--- src/rtl/acq_pkg.sv ---
package acq_pkg;

    typedef enum logic [2:0] {
        ST_IDLE,
        ST_SETUP,
        ST_TRIG,
        ST_READ,
        ST_PAUSE
    } acq_state_t;

    localparam int REG_CTRL = 0;
    localparam int REG_DAC0 = 1;
    localparam int REG_DAC1 = 2;
    localparam int REG_DBG  = 3;

    localparam int CTRL_BUSY_BIT = 0;
    localparam int CTRL_RUN_BIT  = 8;
    localparam int CTRL_CNT_LSB  = 16;

endpackage

--- src/rtl/acq_swap.sv ---
module acq_swap #(
    parameter int DW = 32
) (
    input  logic [DW-1:0] din,
    output logic [DW-1:0] dout
);
    localparam int NB = DW / 8;

    for (genvar b = 0; b < NB; b++) begin : g_lane
        assign dout[8*b +: 8] = din[8*(NB-1-b) +: 8];
    end
endmodule

--- src/rtl/acq_regbank.sv ---
module acq_regbank
    import acq_pkg::*;
#(
    parameter int DW  = 32,
    parameter int SW  = 16,
    parameter int CHW = 3
) (
    input  logic           clk,
    input  logic           rst_n,
    input  logic           wr,
    input  logic [3:0]     addr,
    input  logic [DW-1:0]  wdata,
    output logic [DW-1:0]  rdata,
    input  logic           busy,
    input  logic           smp_valid,
    input  logic [CHW-1:0] smp_ch,
    input  logic [SW-1:0]  smp_data,
    output logic           run,
    output logic [CHW-1:0] cnt_m1,
    output logic [DW-1:0]  dac0,
    output logic [DW-1:0]  dac1
);
    logic [1:0]     widx;
    logic [CHW-1:0] dbg_ch_q;
    logic [SW-1:0]  dbg_data_q;
    logic [DW-1:0]  ctrl_view;
    logic [DW-1:0]  dbg_view;

    assign widx = addr[3:2];

    always_ff @(posedge clk) begin
        if (!rst_n) begin
            run    <= 1'b0;
            cnt_m1 <= '0;
            dac0   <= '0;
            dac1   <= '0;
        end else if (wr) begin
            unique case (widx)
                2'(REG_CTRL): begin
                    run    <= wdata[CTRL_RUN_BIT];
                    cnt_m1 <= wdata[CTRL_CNT_LSB +: CHW];
                end
                2'(REG_DAC0): dac0 <= wdata;
                2'(REG_DAC1): dac1 <= wdata;
                default: ;
            endcase
        end
    end

    always_ff @(posedge clk) begin
        if (!rst_n) begin
            dbg_ch_q   <= '0;
            dbg_data_q <= '0;
        end else if (smp_valid) begin
            dbg_ch_q   <= smp_ch;
            dbg_data_q <= smp_data;
        end
    end

    always_comb begin
        ctrl_view = '0;
        ctrl_view[CTRL_BUSY_BIT]          = busy;
        ctrl_view[CTRL_RUN_BIT]           = run;
        ctrl_view[CTRL_CNT_LSB +: CHW]    = cnt_m1;
        dbg_view = '0;
        dbg_view[SW-1:0]                  = dbg_data_q;
        dbg_view[CTRL_CNT_LSB +: CHW]     = dbg_ch_q;
    end

    always_comb begin
        unique case (widx)
            2'(REG_CTRL): rdata = ctrl_view;
            2'(REG_DAC0): rdata = dac0;
            2'(REG_DAC1): rdata = dac1;
            default:      rdata = dbg_view;
        endcase
    end
endmodule

--- src/rtl/acq_fsm.sv ---
module acq_fsm
    import acq_pkg::*;
#(
    parameter int          DW        = 32,
    parameter int          SW        = 16,
    parameter int          CHW       = 3,
    parameter logic [31:0] CARD_BASE = 32'h4000_0000,
    parameter logic [31:0] BCR_OFS   = 32'h0000_0000,
    parameter logic [31:0] BUF_OFS   = 32'h0000_0020,
    parameter int          TRIG_BIT  = 12
) (
    input  logic           clk,
    input  logic           rst_n,
    input  logic           run,
    input  logic [CHW-1:0] cnt_m1,
    output logic           m_req,
    output logic           m_we,
    output logic [31:0]    m_addr,
    output logic [DW-1:0]  m_wdata_host,
    input  logic           m_ack,
    input  logic [DW-1:0]  m_rdata_host,
    output logic           smp_valid,
    output logic [CHW-1:0] smp_ch,
    output logic [SW-1:0]  smp_data,
    output logic           frame_done,
    output logic           busy
);
    localparam logic [DW-1:0] TRIG_WORD = DW'(1) << TRIG_BIT;

    acq_state_t     state_q, state_d;
    logic [CHW-1:0] ch_q;
    logic [CHW-1:0] last_q;
    logic [31:0]    bcr_q;
    logic [31:0]    buf_q;
    logic           rd_done;
    logic           last_rd;

    assign rd_done = (state_q == ST_READ) && m_ack;
    assign last_rd = rd_done && (ch_q == last_q);

    always_comb begin
        state_d = state_q;
        unique case (state_q)
            ST_IDLE:  if (run) state_d = ST_SETUP;
            ST_SETUP: state_d = ST_TRIG;
            ST_TRIG:  if (m_ack) state_d = ST_READ;
            ST_READ:  if (last_rd) state_d = run ? ST_TRIG : ST_PAUSE;
            ST_PAUSE: state_d = ST_IDLE;
            default:  state_d = ST_IDLE;
        endcase
    end

    always_ff @(posedge clk) begin
        if (!rst_n) begin
            state_q <= ST_IDLE;
            ch_q    <= '0;
            last_q  <= '0;
            bcr_q   <= '0;
            buf_q   <= '0;
        end else begin
            state_q <= state_d;
            if (state_q == ST_SETUP) begin
                bcr_q  <= CARD_BASE + BCR_OFS;
                buf_q  <= CARD_BASE + BUF_OFS;
                last_q <= cnt_m1;
            end
            if (state_q == ST_TRIG && m_ack) begin
                ch_q <= '0;
            end else if (rd_done) begin
                ch_q <= ch_q + 1'b1;
            end
        end
    end

    always_comb begin
        m_req        = 1'b0;
        m_we         = 1'b0;
        m_addr       = '0;
        m_wdata_host = '0;
        unique case (state_q)
            ST_TRIG: begin
                m_req        = 1'b1;
                m_we         = 1'b1;
                m_addr       = bcr_q;
                m_wdata_host = TRIG_WORD;
            end
            ST_READ: begin
                m_req  = 1'b1;
                m_addr = buf_q;
            end
            default: ;
        endcase
    end

    always_ff @(posedge clk) begin
        if (!rst_n) begin
            smp_valid  <= 1'b0;
            smp_ch     <= '0;
            smp_data   <= '0;
            frame_done <= 1'b0;
        end else begin
            smp_valid  <= rd_done;
            frame_done <= last_rd;
            if (rd_done) begin
                smp_ch   <= ch_q;
                smp_data <= m_rdata_host[SW-1:0];
            end
        end
    end

    assign busy = (state_q != ST_IDLE);
endmodule

--- src/rtl/acq_seq_top.sv ---
module acq_seq_top
    import acq_pkg::*;
#(
    parameter int          DW        = 32,
    parameter int          SW        = 16,
    parameter int          MAX_CH    = 8,
    parameter logic [31:0] CARD_BASE = 32'h4000_0000,
    parameter logic [31:0] BCR_OFS   = 32'h0000_0000,
    parameter logic [31:0] BUF_OFS   = 32'h0000_0020,
    parameter int          TRIG_BIT  = 12,
    localparam int         CHW       = $clog2(MAX_CH)
) (
    input  logic           clk,
    input  logic           rst_n,
    input  logic           s_wr,
    input  logic [3:0]     s_addr,
    input  logic [DW-1:0]  s_wdata,
    output logic [DW-1:0]  s_rdata,
    output logic           m_req,
    output logic           m_we,
    output logic [31:0]    m_addr,
    output logic [DW-1:0]  m_wdata,
    input  logic           m_ack,
    input  logic [DW-1:0]  m_rdata,
    output logic           sample_valid,
    output logic [CHW-1:0] sample_ch,
    output logic [SW-1:0]  sample_data,
    output logic           frame_done,
    output logic [DW-1:0]  dac0_word,
    output logic [DW-1:0]  dac1_word
);
    logic           run_w;
    logic           busy_w;
    logic [CHW-1:0] cnt_m1_w;
    logic [DW-1:0]  wdata_host_w;
    logic [DW-1:0]  rdata_host_w;

    acq_regbank #(.DW(DW), .SW(SW), .CHW(CHW)) u_regs (
        .clk       (clk),
        .rst_n     (rst_n),
        .wr        (s_wr),
        .addr      (s_addr),
        .wdata     (s_wdata),
        .rdata     (s_rdata),
        .busy      (busy_w),
        .smp_valid (sample_valid),
        .smp_ch    (sample_ch),
        .smp_data  (sample_data),
        .run       (run_w),
        .cnt_m1    (cnt_m1_w),
        .dac0      (dac0_word),
        .dac1      (dac1_word)
    );

    acq_fsm #(
        .DW(DW), .SW(SW), .CHW(CHW), .CARD_BASE(CARD_BASE),
        .BCR_OFS(BCR_OFS), .BUF_OFS(BUF_OFS), .TRIG_BIT(TRIG_BIT)
    ) u_fsm (
        .clk          (clk),
        .rst_n        (rst_n),
        .run          (run_w),
        .cnt_m1       (cnt_m1_w),
        .m_req        (m_req),
        .m_we         (m_we),
        .m_addr       (m_addr),
        .m_wdata_host (wdata_host_w),
        .m_ack        (m_ack),
        .m_rdata_host (rdata_host_w),
        .smp_valid    (sample_valid),
        .smp_ch       (sample_ch),
        .smp_data     (sample_data),
        .frame_done   (frame_done),
        .busy         (busy_w)
    );

    acq_swap #(.DW(DW)) u_swap_wr (.din(wdata_host_w), .dout(m_wdata));
    acq_swap #(.DW(DW)) u_swap_rd (.din(m_rdata),      .dout(rdata_host_w));
endmodule

--- config.mk ---
export PLATFORM = sky130hd
export DESIGN_NAME = acq_seq_top
export DESIGN_NICKNAME = d
export VERILOG_FILES = /design/src/rtl/acq_pkg.sv /design/src/rtl/acq_swap.sv /design/src/rtl/acq_regbank.sv /design/src/rtl/acq_fsm.sv /design/src/rtl/acq_seq_top.sv
export SDC_FILE = /design/constraint.sdc
export NUM_CORES = 1
export LEC_CHECK = 0
export ABC_AREA = 1
export BUFFER_PORTS_ARGS = -buffer_cell sky130_fd_sc_hd__buf_2
export CAP_MARGIN = 20
export CELL_PAD_IN_SITES_DETAIL_PLACEMENT = 0
export CELL_PAD_IN_SITES_GLOBAL_PLACEMENT = 1
export CORE_MARGIN = 5
export CORE_UTILIZATION = 29
export CTS_CLUSTER_SIZE = 16
export DETAILED_ROUTE_END_ITERATION = 10
export MAX_ROUTING_LAYER = met4
export PLACE_DENSITY_LB_ADDON = 0.1
export SETUP_SLACK_MARGIN = 0.4
export SLEW_MARGIN = 0
export SYNTH_ARGS = -nofsm -noshare
export SYNTH_HDL_FRONTEND = slang
export SYNTH_SLANG_ARGS = --single-unit
--- constraint.sdc ---
create_clock -name clk -period 1.05 [get_ports clk]
set_input_delay 0.21 -clock clk [delete_from_list [all_inputs] [get_ports clk]]
set_output_delay 0.21 -clock clk [all_outputs]
set_load 0.02 [all_outputs]
# --- Word level (Yosys, flattened, before mapping) ---
# Index checks and enable logic that the tools add are counted.
word_totals:
  output_inout_bits: 183
  input_bits: 72
  regBits: 119
op_classes:
  bitwise: 1
  mux: 10
  n_reduce_logical: 12
  add_sub_neg: 1
  n_eq_ne: 9
op_table:
  columns: ["operator", "n"]
  rows:
  - ["32-bit case mux with 3 select lines", 1]
  - ["31-bit case mux with 2 select lines", 1]
  - ["13-bit two-way mux", 1]
  - ["3-bit two-way mux", 4]
  - ["3-bit case mux with 4 select lines", 1]
  - ["3-bit by 2-bit equality test with 1-bit output, second input constant", 2]
  - ["2-bit AND reduction", 3]
  - ["2-bit inequality test, second input constant", 2]
  - ["2-bit OR reduction", 2]
  - ["3-bit by 1-bit adder with 3-bit output, second input constant", 1]
  - ["3-bit by 1-bit equality test with 1-bit output, second input constant", 1]
  - ["3-bit equality test", 1]
  - ["1-bit logical AND", 3]
  - ["3-bit zero test", 1]
  - ["3-bit AND reduction", 1]
  - ["3-bit nonzero test", 1]
  - ["2-bit by 1-bit equality test with 1-bit output, second input constant", 1]
  - ["2-bit equality test, second input constant", 1]
  - ["2-bit zero test", 1]
  - ["1-bit two-way mux", 2]
  - ["2-bit by 1-bit inequality test with 1-bit output, second input constant", 1]
  - ["1-bit NOT", 1]

# --- Longest topological paths before layout ---
logic_depth:
  word_depth: 5
  mapped_depth: 9

# --- By module ---
# From an unflattened synthesis, not the netlist that was laid out.
hier_totals:
  hier_cells: 903
  hier_area_um2: 6134.6
modules_own_cells:
  columns: ["module", "cells_per_inst", "seq_area_each_um2", "n_inst", "area_per_inst_um2"]
  rows:
  - ["acq_regbank", 611, 1741.7, 1, 3956.3]
  - ["acq_fsm", 228, 620.6, 1, 1697.9]
  - ["acq_swap", 32, 0.0, 2, 240.2]

# --- Worst setup path after synthesis ---
# OpenSTA, ideal clock, no wires.
synth_timing:
  path_kind: "input-to-output"
  start: "input s_addr[3]"
  end: "output s_rdata[19]"
  stages: 6
  t_arrival_ns: 1.080
  slack_ns: -0.240
  required_time_ns: 0.840
  cell_sequence: "inv_2 > nor2_4 > inv_2 > buf_6 > buf_6 > o22ai_1"
synth_between:
  elab_chain_len: 2
  word_cells_on_any_way: 4
  cone_classes: "eq/ne (2); mux (1); reduce/logical (1)"
synth_rtl:
  columns: ["element", "line_no", "text"]
  rows:
  - ["start, declared", "acq_seq_top.sv:16", "input logic [3:0] s_addr,"]
  - ["2-bit equality test (tied with other cells)", "acq_regbank.sv:71", "unique case (widx)"]
  - ["32-bit case mux with 3 select lines (*)", "acq_regbank.sv:71", null]
  - ["end, declared", "acq_seq_top.sv:18", "output logic [DW-1:0] s_rdata,"]
# Mark *: on every way between the ends. The rest lies on a longest branch, timed or not.

# --- Worst setup path in the final report ---
layout_timing:
  start: "register u_fsm.state_q[0]"
  end: "output s_rdata[0]"
layout_between:
  elab_chain_len: 2
layout_rtl:
  columns: ["element", "line_no", "text"]
  rows:
  - ["start, declared", "acq_fsm.sv:30", "acq_state_t state_q, state_d;"]
  - ["start signal, assigned", "acq_fsm.sv:61", "state_q <= state_d;"]
  - ["3-bit nonzero test", "acq_fsm.sv:111", "assign busy = (state_q != ST_IDLE);"]
  - ["32-bit case mux with 3 select lines", "acq_regbank.sv:71", null]
# Every way passes these cells.

==> summary.md <==
| Metric | Value |
|---|---|
| Placer Congestion | 0.8877 |
| Count of different cell masters after synthesis | 31 |
| Final period utilization | 1.502 |
| Critical path arrival | 1370 ps |
| Outcome | complete, but fails checks |
| DRC viols | 0 |
| Vias post-DR | 5765 |
| Failing checks | setup timing |
| Worst VDD drop | 1.168 mV |
| Max Cap Viol | 0 |
| Worst setup SP type | flip-flop |
| P&R area growth vs syn | 100.2% |
| Fin cells | 1254 |
| Dpl cell area | 0.006935 mm2 |
| Worst-skew pair later-pin latency | 410 ps |
| Vias per inst | 4.597 |
| Initial Utilization | 0.2935 |
| Critical-path cell list | nor2_4 > inv_2 > o21ai_2 > o2111ai_2 > buf_4 |
| Critical Path Source | u_fsm.state_q[0] |
| Design area | 0.01052 mm2 |
| Max H-tree Level | 4 |
| Row cnt | 49 |
| GRT Total Usage | 0.1753 |
| Final WL | 20130 um |
| CP Buf/Inv Count | 2 |
| Initial antenna violation count | 0 |
| Layout cells sized above 1 | 0.7122 |
| Worst Path Required | 840 ps |
| Final Util | 0.5876 |
| Worst setup margin | -526.9 ps |
| Synth area leaders | dfxtp_1 45%, buf_4 9.7%, a21oi_1 9.0% |
| Power per cell area | 1414 mW/mm2 |
| Critical path's slowest cell | dfxtp_4 |
| Core area | 0.01790 mm2 |
| Clock sinks | 118 |
| Yosys top cell area share | 0.4496 |
| Top cell family by delay on the critical path | flip-flops |
| DP HPWL | 12970 um |
| IO Port Bufs | 175 |
| Die span in y | 144.6 um |
| Hold Crit Class | in -> reg |
| Final nets | 1085 |
| DR pass1 iterations | 6 |
| Die Width | 144.6 um |
| Slowest stage delay, CP | 350 ps |
| Crit Path Category | reg -> out |
| LEAKAGE | 4.535 nW |
| Clk slew on worst S/H paths | 60 ps |
| Pins Over Slew Limit | 0 |
| Avg Cell Area, Syn | 7.704 um2 |
| Hold-fix buffer count after cts | 0 |
| Hold Fails Final Rpt | 0 |
| Endpoints failing setup | 151 |
| Die ar. | 0.02091 mm2 |
| DRT antenna net count | 0 |
| Vias in the first global route | 5460 |
| Ant. Diodes | 0 |
| Fmax | 634.1 MHz |
| Avg WL per Cell | 16.05 um |
| Crit path max fanout | 2 |
| #FFs+latches synth | 118 |
| Yosys top cell by area | dfxtp_1 |
| CTS tree | done |
| Tot Pwr | 14.88 mW |
| Starting DRT DRC Count | 234 |
| CTS Buf Count | 17 |
| Cell count after synthesis | 682 |
| Clock buffer depth | 2 |
| YS warnings | 0 |
| Tmin final | 1577 ps |
| Synth Cell Area | 0.005254 mm2 |
| CP endpoint kind | primary output |
| Root Driver | clkbuf_16 |
| First-pass GRT wire length | 28190 um |
| Pin count of the biggest net entering global routing | 52 |
| Placed Cells incl. Taps | 1095 |
| FF-to-FF Start | u_fsm.state_q[0] |
| Final setup TNS | -26650 ps |
| RSZ-0062 raised after global routing | yes |
| Seq/Total Area, Yosys | 0.4496 |
| Remaining global-route overflow | 0 |
| Hold Startpoint | m_rdata[25] |
| Worst clock skew | 6.504 ps |
| Top Ports | 255 |
## sequential cells by signal, summed over array words and instances (netlist names)
signal / cells
u_fsm.bcr_q: 1
u_fsm.ch_q: 3
u_fsm.frame_done: 1
u_fsm.last_q: 3
u_fsm.smp_ch: 3
u_fsm.smp_data: 16
u_fsm.smp_valid: 1
u_fsm.state_q: 3
u_regs.cnt_m1: 3
u_regs.dac0: 32
u_regs.dac1: 32
u_regs.dbg_ch_q: 3
u_regs.dbg_data_q: 16
u_regs.run: 1
## cell usage after synthesis
| cell type | count |
|---|---|
| dfxtp_1 | 118 |
| a21oi_1 | 94 |
| inv_1 | 85 |
| nand2_1 | 83 |
| o21ai_0 | 77 |
| buf_4 | 68 |
| nor2_1 | 54 |
| o21ai_1 | 16 |
| clkbuf_1 | 14 |
| o221ai_1 | 14 |
| o22ai_1 | 13 |
| buf_2 | 9 |
| buf_6 | 6 |
| nand3_1 | 6 |
| clkbuf_2 | 3 |
| inv_2 | 3 |
| o2111ai_1 | 3 |
| clkinv_1 | 2 |
| o22ai_2 | 2 |
| a211oi_1 | 1 |
| a211oi_2 | 1 |
| buf_1 | 1 |
| conb_1 | 1 |
| ha_1 | 1 |
| nand2_2 | 1 |
| nand2_4 | 1 |
| nand3_2 | 1 |
| nand3_4 | 1 |
| nand4_4 | 1 |
| nor2_4 | 1 |
| nor3_2 | 1 |
## layout make-up
class | instances | area [um2]
clock buffers | 22 | 474.2
clock inverters | 10 | 101.3
fillers | 1580 | 7382
inverters | 90 | 381.6
multi-input cells | 434 | 3132
flip-flops and latches | 118 | 2491
well taps | 229 | 286.5
repair buffers | 351 | 3654
## cells in the final DEF, fill, tap and decap left out, drive strengths merged
cell and count:
inv 89, nand4 1, clkinv 9, o21ai 93, a211oi 2, o22ai 15
nand3 9, nor2 55, conb 61, nand2 85, a21oi 94, bufinv 2
dfxtp 118, ha 1, buf 343, o2111ai 3, nor3 1, clkbuf 30
o221ai 14
## per-layer routing
metal  up-vias  track usage  routed length [um]
li1       2794            -                   -
met1      2739       0.2177                8507
met2       192       0.2841               10030
met3        40      0.03406                1040
met4         0      0.06333                 552
met5         -            -                   0
## metrics by stage
stage,worst slack (ps),hold WS (ps)
6_report,-526.9,38.10
5_1_grt,-566.0,28.80
4_1_cts,-568.5,13.09
3_5_place_dp,-399.2,462.8
3_3_place_gp,-359.9,462.5
2_1_floorplan,-112.2,352.7
## kinds of logic after synthesis
group,synth area share
and+or+nand+nor,0.1203
DFF,0.4496
buffers and inverters,0.1965
AOI/OAI and AO/OA,0.2305
adders and majority gates,0.002381
other,0.0007138
## power by group
part / leakage [nW] / internal, mW / switching [mW]
Clock: 0.294 / 3.65 / 2.02
Combinational: 3.24 / 1.94 / 2.20
Sequential: 1.00 / 4.82 / 0.245
## tightest hold or removal path: cells and delay by family
family	cells	cell delay [ps]
compound gates	1	40
buf+inv	1	110
simple gates	1	60
## worst paths after layout
check,endpoint,slack (ps),cells past startpoint
setup / recovery,s_rdata[0],-530,5
hold / removal,u_fsm.smp_data[1],40,3
setup reg to reg,u_fsm.state_q[1],-390,11
hold reg to reg,u_regs.dac1[3],470,2
## timing repair
item / in CTS / in global routing
endpoints found under the setup margin: 240 / 240
setup buffers: 75 / 39
gates cloned: 1 / 12
pin swaps: 58 / 41
gates resized for setup: 481 / 176
No activity file was read; power rests on OpenSTA's default activity.
